File: src/rtl/thirq_pkg.sv
package thirq_pkg;
  localparam int NBITS = 7;

  localparam int B_RX_OVF  = 0;
  localparam int B_MODE    = 1;
  localparam int B_TX_LOW  = 2;
  localparam int B_TX_FULL = 3;
  localparam int B_RX_HIGH = 4;
  localparam int B_RX_FULL = 5;
  localparam int B_TX_UNF  = 6;

  localparam int NSTICKY = 3;

  localparam int A_STATUS = 'h04;
  localparam int A_MSET   = 'h08;
  localparam int A_MCLR   = 'h0C;
  localparam int A_MASK   = 'h10;
  localparam int A_TXTHR  = 'h28;
  localparam int A_RXTHR  = 'h2C;

  typedef logic [NBITS-1:0] stat_t;

  function automatic int sticky_pos(input int i);
    case (i)
      0:       return B_RX_OVF;
      1:       return B_MODE;
      default: return B_TX_UNF;
    endcase
  endfunction
endpackage

File: src/rtl/irq_level_eval.sv
module irq_level_eval
  import thirq_pkg::*;
#(
  parameter int CW = 6
) (
  input  logic [CW-1:0] tx_count,
  input  logic [CW-1:0] rx_count,
  input  logic [CW-1:0] tx_thr,
  input  logic [CW-1:0] rx_thr,
  input  logic          tx_full,
  input  logic          rx_full,
  output stat_t         level_bits
);
  always_comb begin
    level_bits            = '0;
    level_bits[B_TX_LOW]  = (tx_count < tx_thr);
    level_bits[B_RX_HIGH] = (rx_count >= rx_thr);
    level_bits[B_TX_FULL] = tx_full;
    level_bits[B_RX_FULL] = rx_full;
  end
endmodule

File: src/rtl/irq_sticky_bank.sv
module irq_sticky_bank #(
  parameter int N = 3
) (
  input  logic         clk,
  input  logic         rst_n,
  input  logic [N-1:0] set_i,
  input  logic [N-1:0] clr_i,
  output logic [N-1:0] q
);
  for (genvar i = 0; i < N; i++) begin : g_bit
    always_ff @(posedge clk or negedge rst_n) begin
      if (!rst_n)        q[i] <= 1'b0;
      else if (set_i[i]) q[i] <= 1'b1;
      else if (clr_i[i]) q[i] <= 1'b0;
    end
  end
endmodule

File: src/rtl/irq_ctrl_regs.sv
module irq_ctrl_regs
  import thirq_pkg::*;
#(
  parameter int CW     = 6,
  parameter int ADDR_W = 8,
  parameter int DATA_W = 32
) (
  input  logic              clk,
  input  logic              rst_n,
  input  logic              reg_wr,
  input  logic [ADDR_W-1:0] reg_addr,
  input  logic [DATA_W-1:0] reg_wdata,
  output stat_t             mask_q,
  output logic [CW-1:0]     tx_thr,
  output logic [CW-1:0]     rx_thr,
  output stat_t             w1c
);
  logic hit_set, hit_clr, hit_txt, hit_rxt, hit_stat;
  stat_t wbits;

  assign wbits    = reg_wdata[NBITS-1:0];
  assign hit_set  = reg_wr && (reg_addr == ADDR_W'(A_MSET));
  assign hit_clr  = reg_wr && (reg_addr == ADDR_W'(A_MCLR));
  assign hit_txt  = reg_wr && (reg_addr == ADDR_W'(A_TXTHR));
  assign hit_rxt  = reg_wr && (reg_addr == ADDR_W'(A_RXTHR));
  assign hit_stat = reg_wr && (reg_addr == ADDR_W'(A_STATUS));
  assign w1c      = hit_stat ? wbits : '0;

  always_ff @(posedge clk or negedge rst_n) begin
    if (!rst_n) begin
      mask_q <= '0;
      tx_thr <= CW'(1);
      rx_thr <= CW'(1);
    end else begin
      if (hit_set)      mask_q <= mask_q | wbits;
      else if (hit_clr) mask_q <= mask_q & ~wbits;
      if (hit_txt) tx_thr <= reg_wdata[CW-1:0];
      if (hit_rxt) rx_thr <= reg_wdata[CW-1:0];
    end
  end
endmodule

File: src/rtl/threshold_irq_unit.sv
module threshold_irq_unit
  import thirq_pkg::*;
#(
  parameter int DEPTH  = 32,
  parameter int ADDR_W = 8,
  parameter int DATA_W = 32,
  parameter int CW     = $clog2(DEPTH + 1)
) (
  input  logic              clk,
  input  logic              rst_n,
  input  logic [CW-1:0]     tx_count,
  input  logic              tx_full,
  input  logic [CW-1:0]     rx_count,
  input  logic              rx_full,
  input  logic              ev_tx_underflow,
  input  logic              ev_rx_overflow,
  input  logic              ev_mode_fail,
  input  logic              reg_wr,
  input  logic [ADDR_W-1:0] reg_addr,
  input  logic [DATA_W-1:0] reg_wdata,
  output logic [DATA_W-1:0] reg_rdata,
  output logic              irq
);
  stat_t mask_q, w1c, level_bits, status_vec;
  logic [CW-1:0] tx_thr, rx_thr;
  logic [NSTICKY-1:0] ev_vec, clr_vec, sticky_q;

  irq_ctrl_regs #(.CW(CW), .ADDR_W(ADDR_W), .DATA_W(DATA_W)) u_regs (
    .clk(clk), .rst_n(rst_n), .reg_wr(reg_wr), .reg_addr(reg_addr),
    .reg_wdata(reg_wdata), .mask_q(mask_q), .tx_thr(tx_thr),
    .rx_thr(rx_thr), .w1c(w1c)
  );

  irq_level_eval #(.CW(CW)) u_level (
    .tx_count(tx_count), .rx_count(rx_count), .tx_thr(tx_thr),
    .rx_thr(rx_thr), .tx_full(tx_full), .rx_full(rx_full),
    .level_bits(level_bits)
  );

  assign ev_vec = {ev_tx_underflow, ev_mode_fail, ev_rx_overflow};

  for (genvar i = 0; i < NSTICKY; i++) begin : g_clr
    assign clr_vec[i] = w1c[sticky_pos(i)];
  end

  irq_sticky_bank #(.N(NSTICKY)) u_sticky (
    .clk(clk), .rst_n(rst_n), .set_i(ev_vec), .clr_i(clr_vec), .q(sticky_q)
  );

  always_comb begin
    status_vec = level_bits;
    for (int i = 0; i < NSTICKY; i++) status_vec[sticky_pos(i)] = sticky_q[i];
  end

  always_ff @(posedge clk or negedge rst_n) begin
    if (!rst_n) irq <= 1'b0;
    else        irq <= |(mask_q & status_vec);
  end

  always_comb begin
    reg_rdata = '0;
    if (reg_addr == ADDR_W'(A_STATUS))     reg_rdata[NBITS-1:0] = status_vec;
    else if (reg_addr == ADDR_W'(A_MASK))  reg_rdata[NBITS-1:0] = mask_q;
    else if (reg_addr == ADDR_W'(A_TXTHR)) reg_rdata[CW-1:0]    = tx_thr;
    else if (reg_addr == ADDR_W'(A_RXTHR)) reg_rdata[CW-1:0]    = rx_thr;
  end
endmodule

File: config.mk
export PLATFORM = sky130hd
export DESIGN_NAME = threshold_irq_unit
export DESIGN_NICKNAME = d
export VERILOG_FILES = /design/src/rtl/thirq_pkg.sv /design/src/rtl/irq_level_eval.sv /design/src/rtl/irq_sticky_bank.sv /design/src/rtl/irq_ctrl_regs.sv /design/src/rtl/threshold_irq_unit.sv
export SDC_FILE = /design/constraint.sdc
export NUM_CORES = 1
export LEC_CHECK = 0
export BUFFER_PORTS_ARGS = -buffer_cell sky130_fd_sc_hd__buf_2
export CAP_MARGIN = 20
export CORE_ASPECT_RATIO = 0.8
export CORE_MARGIN = 2
export CORE_UTILIZATION = 41
export DETAILED_ROUTE_END_ITERATION = 8
export GPL_TIMING_DRIVEN = 0
export MAX_ROUTING_LAYER = met4
export PLACE_DENSITY = 0.76
export SLEW_MARGIN = 10
export SYNTH_ARGS = -nofsm -noshare
export SYNTH_HDL_FRONTEND = slang
export SYNTH_SLANG_ARGS = --single-unit
File: constraint.sdc
create_clock -name clk -period 2.3 [get_ports clk]
set_input_delay 0.46 -clock clk [delete_from_list [all_inputs] [get_ports clk]]
set_output_delay 0.46 -clock clk [all_outputs]
set_load 0.1 [all_outputs]
# After elaboration in Yosys (flattened, before gate mapping)
# Index checks and enable logic that the tools add are counted.
# word_totals
regBits	23
in_bits	60
output_inout_bits	33
# op_classes
magnitude_cmp	2
eq_ne	6
mux	14
n_bitwise	4
n_reduce_logical	10
# op_table
cell	n
7-bit two-way mux	4
6-bit two-way mux	3
8-bit by 4-bit == test with 1-bit output, second input constant	2
8-bit by 6-bit == test with 1-bit output, second input constant	2
7-bit AND	2
8-bit by 3-bit == test with 1-bit output, second input constant	1
8-bit by 5-bit == test with 1-bit output, second input constant	1
2-bit nonzero test	4
1-bit two-way mux	7
7-bit NOT	1
7-bit bitwise OR	1
7-bit OR reduction	1
6-bit greater-or-equal comparator	1
6-bit less-than comparator	1
1-bit logical AND	5

# Logic depth before layout (Yosys ltp)
# Gate-level depths: netlist of run 1.
# depth
ltp_word	5
depth_mapped	6
depth_no_buf	6

# Hierarchy
# From an unflattened synthesis of run 1, not the netlist that was laid out.
# hier_totals
hier_cells	188
hier_area_um2	1838.0
# by_module_without_submodules
module	n_inst	cells_per_inst	area_per_inst_um2
irq_ctrl_regs	1	69	878.3
threshold_irq_unit	1	68	548.0
irq_level_eval	1	42	302.8
irq_sticky_bank	1	9	108.9

# Worst setup path before layout of run 1
# OpenSTA, ideal clock, no wires.
# synth_timing
path_kind	input to output
startpoint	in reg_addr[7]
endpoint	out reg_rdata[0]
arrival_ps	3050
required_ps	1840
slack_ps	-1210
cell_stages	6
n_path_buf	2
cell_sequence	or4_4 > buf_6 > and4bb_1 > buf_4 > a221oi_1 > a21oi_1
# synth_between
elab_chain_cells	5
elab_cells_between_ends	8
classes_between	4 x eq/ne; 4 x mux
# synth_rtl
item	line	text
start: declaration	threshold_irq_unit.sv:19	input logic [ADDR_W-1:0] reg_addr,
8-bit by 6-bit == test with 1-bit output	threshold_irq_unit.sv:65	else if (reg_addr == ADDR_W'(A_RXTHR)) reg_rdata[CW-1:0] = rx_thr;
6-bit two-way mux	threshold_irq_unit.sv:65	
6-bit two-way mux	threshold_irq_unit.sv:64	else if (reg_addr == ADDR_W'(A_TXTHR)) reg_rdata[CW-1:0] = tx_thr;
6-bit two-way mux	threshold_irq_unit.sv:63	else if (reg_addr == ADDR_W'(A_MASK)) reg_rdata[NBITS-1:0] = mask_q;
7-bit two-way mux *	threshold_irq_unit.sv:62	if (reg_addr == ADDR_W'(A_STATUS)) reg_rdata[NBITS-1:0] = status_vec;
end: declaration	threshold_irq_unit.sv:21	output logic [DATA_W-1:0] reg_rdata,
# Mark *: on every way between the ends. The rest lies on a longest branch, timed or not.

# Worst setup path after layout of run 1
# layout_timing
startpoint	in reg_addr[0]
endpoint	out reg_rdata[1]
# The elaborated chain is that of the path after synthesis.

==> impl_metrics.json, run 1 <==
{
  "mostFrequentLayoutCells": "sky130_fd_sc_hd__buf_2 (35), sky130_fd_sc_hd__buf_4 (32), sky130_fd_sc_hd__conb_1 (25), sky130_fd_sc_hd__inv_1 (21), sky130_fd_sc_hd__dfrtp_1 (21)",
  "final_antenna_diode_count": 0,
  "post_drt_via_cell_ratio": 4.60,
  "final_core_utilization_pct": 58.8,
  "route.detailed.drc": 0,
  "power-per-cell-area_nw_per_um2": 431,
  "crit_startpoint": "reg_addr[0]",
  "mostFrequentLayoutCell": "sky130_fd_sc_hd__buf_2",
  "detailedRoute.firstPassIterationCount": 4,
  "ys_async_sr_fraction_pct": 100,
  "htree_levels": 1,
  "postSynthCellCount": 176,
  "worst_slew_pin_slew_ps": 551,
  "share_of_the_clock_period_used_by_the_worst_path_after_layout_pct": 109,
  "non_filler_instance_count_after_layout": 311,
  "r2r_slack_ps": 550,
  "number_of_rows_in_the_core_area": 21,
  "insertion_delay_ps": 260,
  "placeableCoreArea_um2": 4150,
  "area_occupied_by_multi_input_gates_um2": 1040,
  "area_of_the_mapped_netlist_um2": 1760,
  "ios": 93,
  "r2r-start": "u_regs.rx_thr[0]$_DFFE_PN1P_",
  "worst_path_max_delay_cell": "sky130_fd_sc_hd__or4_4",
  "floorplan.die.height_um": 62.5,
  "critPathRequiredTime_ps": 1840,
  "crit_fanout": 7,
  "worst-endpoint-arrival_ps": 2050,
  "final_layout_size_suffix_gt1_share_pct": 45.7,
  "worst_setup_path_end_kind": "output port",
  "largest_net_degree_at_the_start_of_global_routing": 24,
  "syn2layout_area_growth_pct": 38.9,
  "vias_after_detailed_routing": 1431,
  "grt_antenna_before_repair": 0,
  "drt-total-wl_um": 3920,
  "worstPathBufferInverterCount": 3,
  "grt_first_pass_wirelength_um": 6630,
  "final-max-slew-violation-count": 0,
  "grt_setup_unrepaired": "true",
  "cap_viol_max_count": 0,
  "timing.rr.end": "irq$_DFF_PN0_",
  "cp_top_family": "simple AND/OR/NAND/NOR gates",
  "initial_core_util_pct": 42.3,
  "r2r_depth": 5,
  "placedCellCount": 299,
  "clock_skew_ps": 3.54,
  "max_stage_delay_ps": 580,
  "cts_inserted_buffers": 3,
  "postSynthRegisterBits": 23,
  "clk_path_buf_depth": 2,
  "category_of_the_critical_setup_timing_path": "in -> out",
  "hold_buffers": 0,
  "final_weighted_congestion_of_routability_driven_global_placement": 0.835,
  "tritoncts_clock_tree": "done",
  "layout.area.seq_um2": 578,
  "drtAntennaViolNets": 0,
  "yosysWarningCount": 0,
  "netlist-cell-type-count": 34,
  "synth-seq-area-share_pct": 32.9,
  "global_route.usage.total_pct": 17.4,
  "crit_path_start_kind": "input pin",
  "holdCritPathClass": "in -> async",
  "number_of_flops_mapped_to_enable_cells_by_yosys": 0,
  "leakagePower_nw": 1.25,
  "setup_violations": 7,
  "worstPathCellList": "buf_6, or4_4, and4bb_1, buf_6, a221oi_1, a21oi_4, buf_12",
  "dp_hpwl_um": 3010,
  "path_common_cell": "sky130_fd_sc_hd__buf_6",
  "status": "finished with violations",
  "fin_crit_ps": 2510,
  "fmaxAchievable_ghz": 0.399,
  "number_of_global_route_vias_before_repair": 1444,
  "timing.slew.headroom_pct": 63.3,
  "chipWidth_um": 77.2,
  "clk_root_buffer_cell": "sky130_fd_sc_hd__clkbuf_8",
  "gr-total-overflow": 0,
  "fin_nets": 326,
  "wl_per_cell_um": 12.6,
  "die_area_um2": 4830,
  "failed_checks": "setup timing",
  "worst_setup_hold_path_clk_slew_ps": 90,
  "ir_worst_vdd_uv": 248,
  "final_hold_viols": 0,
  "num-fill-cells": 399,
  "io_buffer_count": 42,
  "layout_setup_ws_ps": -209,
  "clkSinkCount": 23,
  "synth_area_per_cell_um2": 9.98,
  "ys.flop_type": "sky130_fd_sc_hd__dfrtp_1",
  "drt_iter0_drc": 30
}
logic make-up after synthesis:
logic type / Yosys count / share of synthesized area (%)
compound gates: 30 / 11.7
fa+ha+maj: 11 / 7.83
buf+inv: 52 / 17.9
flops: 23 / 32.9
mux: 22 / 16.2
other cells: 1 / 0.213
simple gates: 37 / 13.2
cell usage after synthesis, types with 2 or more instances:
cell                        n  area share, %
sky130_fd_sc_hd__nand2b_1   2           0.71
sky130_fd_sc_hd__nor4_4     2            2.4
sky130_fd_sc_hd__a21oi_1    6            1.7
sky130_fd_sc_hd__ha_1      11            7.8
sky130_fd_sc_hd__buf_6      3            1.9
sky130_fd_sc_hd__dfstp_2    2            3.0
sky130_fd_sc_hd__nand2_1   19            4.1
sky130_fd_sc_hd__a22o_1     3            1.5
sky130_fd_sc_hd__dfrtp_1   21             30
sky130_fd_sc_hd__inv_1     21            4.5
sky130_fd_sc_hd__nand3_1    5            1.4
sky130_fd_sc_hd__mux2i_1    7            4.0
sky130_fd_sc_hd__nor3_2     2            1.1
sky130_fd_sc_hd__o21ai_0    7            2.0
sky130_fd_sc_hd__mux2_2     3            1.9
sky130_fd_sc_hd__mux2_4    12             10
sky130_fd_sc_hd__a221oi_1   3            1.5
sky130_fd_sc_hd__a21o_1     5            2.1
sky130_fd_sc_hd__a22oi_1    2           0.85
sky130_fd_sc_hd__buf_4     26             11
repair_timing:
action | in CTS | in global routing
setup endpoints to repair | 7 | 7
cloned | 0 | 0
resized for setup | 33 | 8
setup buffers | 7 | 2
pin swaps | 5 | 3
power breakdown:
part | switching [mW] | leakage (nW) | internal, mW
Sequential | 0.0126 | 0.257 | 0.421
Clock | 0.132 | 0.0228 | 0.124
Combinational | 0.262 | 0.975 | 0.0996
layer usage:
layer  up-vias  track usage [%]  share of wire (%)
met4         0             1.34               0.36
met2        36             29.7                 50
met3         2             3.47                4.5
met1       680             22.4                 45
met5         -                -                  0
li1        713                -                  -
final cells by class:
class | count | share of cell area (%)
Clock buffer | 4 | 1.85
Inverter | 21 | 3.23
Tap cell | 57 | 2.92
Multi-Input combinational cell | 125 | 42.6
Timing Repair Buffer | 51 | 16.3
Buffer | 30 | 9.49
Sequential cell | 23 | 23.7
through the flow:
stage | area (um2) | setup TNS (ps) | hold WS [ps] | power (mW) | setup WS [ps]
CTS | 2400 | -1230 | 186 | 1.05 | -208
floorplan | 1900 | -2620 | 164 | 0.723 | -564
finish | 2440 | -1210 | 172 | 1.05 | -209
global placement | 2180 | -4680 | 463 | 0.785 | -772
global route | 2440 | -1620 | 202 | 1.09 | -275
detailed placement | 2180 | -4750 | 472 | 0.792 | -777
how the worst max path moves through the flow:
stage / slack, ps / end / depth (start not counted)
3_5_place_dp: -780 / reg_rdata[3] / 7
4_1_cts: -210 / reg_rdata[2] / 7
6_report: -210 / reg_rdata[1] / 7
2_1_floorplan: -560 / reg_rdata[0] / 5
3_3_place_gp: -770 / reg_rdata[3] / 7
5_1_grt: -280 / reg_rdata[1] / 8
Note: power is estimated with default switching activity, not from simulation.
==> run 2, diff against run 1 <==
CTS_BUF_LIST = sky130_fd_sc_hd__clkbuf_16   (was unset)
==> impl_metrics.json, run 2 (synthesis gave the netlist of run 1 again) <==
{
  "cts_inserted_buffers": 3,
  "largest_net_degree_at_the_start_of_global_routing": 24,
  "cap_viol_max_count": 0,
  "area_occupied_by_multi_input_gates_um2": 1040,
  "grt_antenna_before_repair": 0,
  "tritoncts_clock_tree": "done",
  "r2r_slack_ps": 590,
  "layout.area.seq_um2": 578,
  "mostFrequentLayoutCells": "sky130_fd_sc_hd__buf_2 (35), sky130_fd_sc_hd__buf_4 (33), sky130_fd_sc_hd__conb_1 (25), sky130_fd_sc_hd__inv_1 (22), sky130_fd_sc_hd__dfrtp_1 (21)",
  "chipWidth_um": 77.2,
  "layout_setup_ws_ps": -202,
  "global_route.usage.total_pct": 17.6,
  "final_antenna_diode_count": 0,
  "wl_per_cell_um": 13.0,
  "drt_iter0_drc": 54,
  "timing.slew.headroom_pct": 64.3,
  "final_hold_viols": 0,
  "gr-total-overflow": 0,
  "critical_path_cell_count": 7,
  "worst_path_max_delay_cell": "sky130_fd_sc_hd__or4_4",
  "final_core_utilization_pct": 59.9,
  "dp_hpwl_um": 3010,
  "mostFrequentLayoutCell": "sky130_fd_sc_hd__buf_2",
  "category_of_the_critical_setup_timing_path": "in -> out",
  "power-per-cell-area_nw_per_um2": 471,
  "postPlaceCellArea_um2": 2180,
  "r2r_depth": 5,
  "number_of_global_route_vias_before_repair": 1455,
  "drtAntennaViolNets": 0,
  "final-max-slew-violation-count": 0,
  "vias_after_detailed_routing": 1462,
  "status": "finished with violations",
  "clk_path_buf_depth": 2,
  "post-route-cell-area_um2": 2490,
  "placedCellCount": 299,
  "post_drt_via_cell_ratio": 4.69,
  "clock_skew_ps": 2.03,
  "worst_setup_path_end_kind": "output port",
  "crit_path_start_kind": "input pin",
  "route.detailed.drc": 0,
  "worstPathCellList": "buf_6, or4_4, and4bb_1, buf_6, a22o_1, mux2_4, buf_12",
  "ios": 93,
  "detailedRoute.firstPassIterationCount": 4,
  "share_of_the_clock_period_used_by_the_worst_path_after_layout_pct": 109,
  "crit_fanout": 7,
  "critPathRequiredTime_ps": 1840,
  "fin_crit_ps": 2500,
  "grt_first_pass_wirelength_um": 6690,
  "max_stage_delay_ps": 570,
  "initial_core_util_pct": 42.3,
  "syn2layout_area_growth_pct": 41.6,
  "timing.rr.end": "irq$_DFF_PN0_",
  "fmaxAchievable_ghz": 0.400,
  "insertion_delay_ps": 260,
  "r2r-start": "u_regs.rx_thr[0]$_DFFE_PN1P_",
  "non_filler_instance_count_after_layout": 312,
  "setup_violations": 7,
  "grt_setup_unrepaired": "true",
  "number_of_rows_in_the_core_area": 21,
  "clkSinkCount": 23,
  "final_layout_size_suffix_gt1_share_pct": 46.3,
  "clk_root_buffer_cell": "sky130_fd_sc_hd__clkbuf_16",
  "timing.setup.tns_ps": -1150,
  "worst-endpoint-arrival_ps": 2040,
  "num-fill-cells": 385,
  "leakagePower_nw": 1.28,
  "worst_slew_pin_slew_ps": 535,
  "htree_levels": 1,
  "final_weighted_congestion_of_routability_driven_global_placement": 0.835,
  "placeableCoreArea_um2": 4150,
  "ir_worst_vdd_uv": 255,
  "io_buffer_count": 42,
  "fin_nets": 327,
  "die_area_um2": 4830,
  "drt-total-wl_um": 4070,
  "failed_checks": "setup timing",
  "floorplan.die.height_um": 62.5,
  "holdCritPathClass": "in -> async",
  "worstPathBufferInverterCount": 3,
  "cp_top_family": "simple AND/OR/NAND/NOR gates",
  "path_common_cell": "sky130_fd_sc_hd__buf_6",
  "worst_setup_hold_path_clk_slew_ps": 60
}
## run 2: cell count changes in the layout (fill, tap and decap cells not counted), sizes merged
cell and change:
buf +1, inv +1, clkbuf -1
## run 2: metal layers
metal	up-vias	track usage (%)	routed length, um
li1	714	-	-
met1	690	22.1	1680
met2	55	29.9	2110
met3	3	3.90	264
met4	0	2.90	20
met5	-	-	0
## run 2: metrics by stage
stage	setup WS [ps]	power (mW)	hold WS (ps)
after floorplan	-564	0.723	164
after global placement	-772	0.785	463
after detailed placement	-777	0.792	472
after CTS	-208	1.18	198
after global routing	-270	1.22	217
final	-202	1.17	179
## run 2: timing repair
action                                  4_1_cts  5_1_grt
hold buffers                                  0        0
setup buffers                                 7        3
resized for setup                            34        7
pin swaps                                     5        2
cloned                                        0        0
endpoints found under the setup margin        7        7
## run 2: area by class of cell
| cell class | count | area share (%) |
|---|---|---|
| buffer | 30 | 9.31 |
| clock buffer | 3 | 3.02 |
| clock inverter | 1 | 0.151 |
| inverter | 21 | 3.17 |
| multi-input combinational | 125 | 42.0 |
| sequential | 23 | 23.2 |
| tap | 57 | 2.87 |
| timing repair buffer | 52 | 16.2 |
## run 2: how the worst max path moves through the flow
stage	start	end
after floorplan	reg_addr[7]	reg_rdata[0]
after global placement	reg_addr[7]	reg_rdata[3]
after detailed placement	reg_addr[7]	reg_rdata[3]
after CTS	reg_addr[0]	reg_rdata[2]
after global routing	reg_addr[0]	reg_rdata[2]
final	reg_addr[0]	reg_rdata[4]
## run 2: power by group
group          leakage (nW)  total, mW  internal [mW]  switching [mW]
sequential            0.257      0.435          0.422          0.0131
combinational         0.981      0.363         0.0998           0.263
clock                0.0423      0.374          0.232           0.142
==> run 3, diff against run 2 <==
==> constraint.sdc (replaced) <==
create_clock -name clk -period 2.3 [get_ports clk]
set_input_delay 0.115 -clock clk [delete_from_list [all_inputs] [get_ports clk]]
set_output_delay 0.115 -clock clk [all_outputs]
set_load 0.1 [all_outputs]
==> impl_metrics.json, run 3 (synthesis gave the netlist of run 1 again) <==
{
  "r2r_depth": 5,
  "fin_nets": 319,
  "timing.rr.end": "irq$_DFF_PN0_",
  "non_filler_instance_count_after_layout": 304,
  "clk_path_buf_depth": 2,
  "r2r-start": "u_regs.rx_thr[0]$_DFFE_PN1P_",
  "grt_setup_unrepaired": "false",
  "clock_skew_ps": 3.55,
  "placedCellCount": 299,
  "leakagePower_nw": 1.19,
  "io_buffer_count": 42,
  "final_layout_size_suffix_gt1_share_pct": 39.7,
  "final-max-slew-violation-count": 0,
  "syn2layout_area_growth_pct": 26.6,
  "final_core_utilization_pct": 53.6,
  "power.switching_fraction_pct": 35.5,
  "dp_hpwl_um": 2850,
  "grt_antenna_before_repair": 0,
  "cap_viol_max_count": 0,
  "worstPathBufferInverterCount": 1,
  "r2r_slack_ps": 570,
  "met3_usage_in_global_routing_pct": 3.18,
  "holdCritPathClass": "in -> reg",
  "total_switching_power_mw": 0.413,
  "worst-endpoint-arrival_ps": 2080,
  "layout_setup_ws_ps": 109,
  "crit_path_start_kind": "flop",
  "global_route.usage.total_pct": 14.6,
  "placement.setup.worst_slack_ps": 185,
  "floorplan.die.height_um": 62.5,
  "tritoncts_clock_tree": "done",
  "wl_per_cell_um": 11.6,
  "max_stage_delay_ps": 540,
  "final_antenna_diode_count": 0,
  "ir_worst_vdd_uv": 319,
  "power_frac_clock_pct": 32.6,
  "seq_power_share_pct": 37.3,
  "setup_violations": 0,
  "worstPathCellList": "ha_1, nand2b_1, a31oi_1, o21ai_0, mux2_2, buf_2",
  "worst_path_max_delay_cell": "sky130_fd_sc_hd__dfstp_2",
  "crit_fanout": 3,
  "worst_slew_pin_slew_ps": 525,
  "postPlaceCellArea_um2": 2130,
  "ios": 93,
  "chipWidth_um": 77.2,
  "critPathRequiredTime_ps": 2180,
  "vias_after_detailed_routing": 1372,
  "htree_levels": 1,
  "initial_core_util_pct": 42.3,
  "drt_iter0_drc": 27,
  "internal-power_mw": 0.750,
  "globalRouteMet2Util_pct": 24.8,
  "crit_startpoint": "u_regs.rx_thr[0]$_DFFE_PN1P_",
  "final_hold_viols": 0,
  "gr-total-overflow": 0,
  "drt-total-wl_um": 3540,
  "clkSinkCount": 23,
  "grt_first_pass_wirelength_um": 5480,
  "power-per-cell-area_nw_per_um2": 523,
  "fin_crit_ps": 2190,
  "worst_setup_hold_path_clk_slew_ps": 60,
  "gr-max-usage-layer": "met2",
  "category_of_the_critical_setup_timing_path": "reg -> out",
  "detailedRoute.firstPassIterationCount": 4,
  "combPwrFrac_pct": 30.0,
  "insertion_delay_ps": 260,
  "drtAntennaViolNets": 0,
  "share_of_the_clock_period_used_by_the_worst_path_after_layout_pct": 95.2,
  "number_of_rows_in_the_core_area": 21,
  "hold_path_depth": 2,
  "route.detailed.drc": 0,
  "timing.setup.tns_ps": 0,
  "cp_top_family": "flip-flops",
  "mostFrequentLayoutCell": "sky130_fd_sc_hd__buf_2",
  "min_delay_worst_endpoint": "u_sticky.q[0]$_DFFE_PN0P_",
  "mostFrequentLayoutCells": "sky130_fd_sc_hd__buf_2 (41), sky130_fd_sc_hd__buf_4 (26), sky130_fd_sc_hd__conb_1 (25), sky130_fd_sc_hd__inv_1 (21), sky130_fd_sc_hd__dfrtp_1 (21)",
  "placeableCoreArea_um2": 4150,
  "timing.slew.headroom_pct": 65.0,
  "worst_setup_path_end_kind": "output port",
  "post-route-cell-area_um2": 2220,
  "number_of_global_route_vias_before_repair": 1236,
  "final_weighted_congestion_of_routability_driven_global_placement": 0.898,
  "fmaxAchievable_ghz": 0.456,
  "min_from": "ev_rx_overflow",
  "clk_root_buffer_cell": "sky130_fd_sc_hd__clkbuf_16",
  "die_area_um2": 4830,
  "use_met1_pct": 18.7,
  "cts_inserted_buffers": 3,
  "status": "finished, final reports clean",
  "largest_net_degree_at_the_start_of_global_routing": 24,
  "post_drt_via_cell_ratio": 4.51
}
-- run 3: changes by cell type in the layout (fill, tap and decap cells not counted), sizes merged --
cell | previous run | this run
dlygate4sd3 | 0 | 1
inv | 22 | 21
buf | 81 | 72
clkinv | 0 | 1
-- run 3: power groups by stage --
stage	Combinational, mW	Clock (mW)	Sequential [mW]
after global routing	0.370	0.406	0.436
after detailed placement	0.348	0	0.441
after floorplan	0.284	0	0.438
after global placement	0.343	0	0.441
after CTS	0.350	0.386	0.434
final	0.349	0.380	0.434
-- run 3: timing repair --
| action | CTS | global route |
|---|---|---|
| hold buffers | 1 | 0 |
| hold endpoints to repair | 21 | 0 |
| endpoints found under the setup margin | 1 | 1 |
| setup buffers | 0 | 0 |
| gates resized for setup | 1 | 1 |
-- run 3: layer usage --
metal / vias to the layer above / part of all wire (%)
met5: - / 0
met4: 0 / 0.23
met3: 2 / 5.7
met2: 46 / 47
met1: 625 / 47
li1: 699 / -
-- run 3: final cells by class --
| type | instances | area, um2 |
|---|---|---|
| timing repair buffer | 43 | 226 |
| sequential | 23 | 578 |
| multi-input combinational | 125 | 953 |
| fill | 399 | 1930 |
| buffer | 31 | 236 |
| inverter | 21 | 78.8 |
| clock buffer | 3 | 75.1 |
| tap | 57 | 71.3 |
| clock inverter | 1 | 5.00 |
-- run 3: stage by stage --
step | hold slack, ps | power (mW)
global placement | 114 | 0.784
global route | 42.0 | 1.21
detailed placement | 120 | 0.790
CTS | 35.3 | 1.17
floorplan | -181 | 0.722
finish | 33.6 | 1.16
-- run 3: worst max path at each step --
stage                         to  slack (ps)  cells after the start
floorplan           reg_rdata[0]        -520                      6
global placement    reg_rdata[0]         170                      7
detailed placement  reg_rdata[0]         190                      7
CTS                 reg_rdata[2]          70                      7
global route        reg_rdata[2]          30                      7
finish              reg_rdata[4]         110                      6
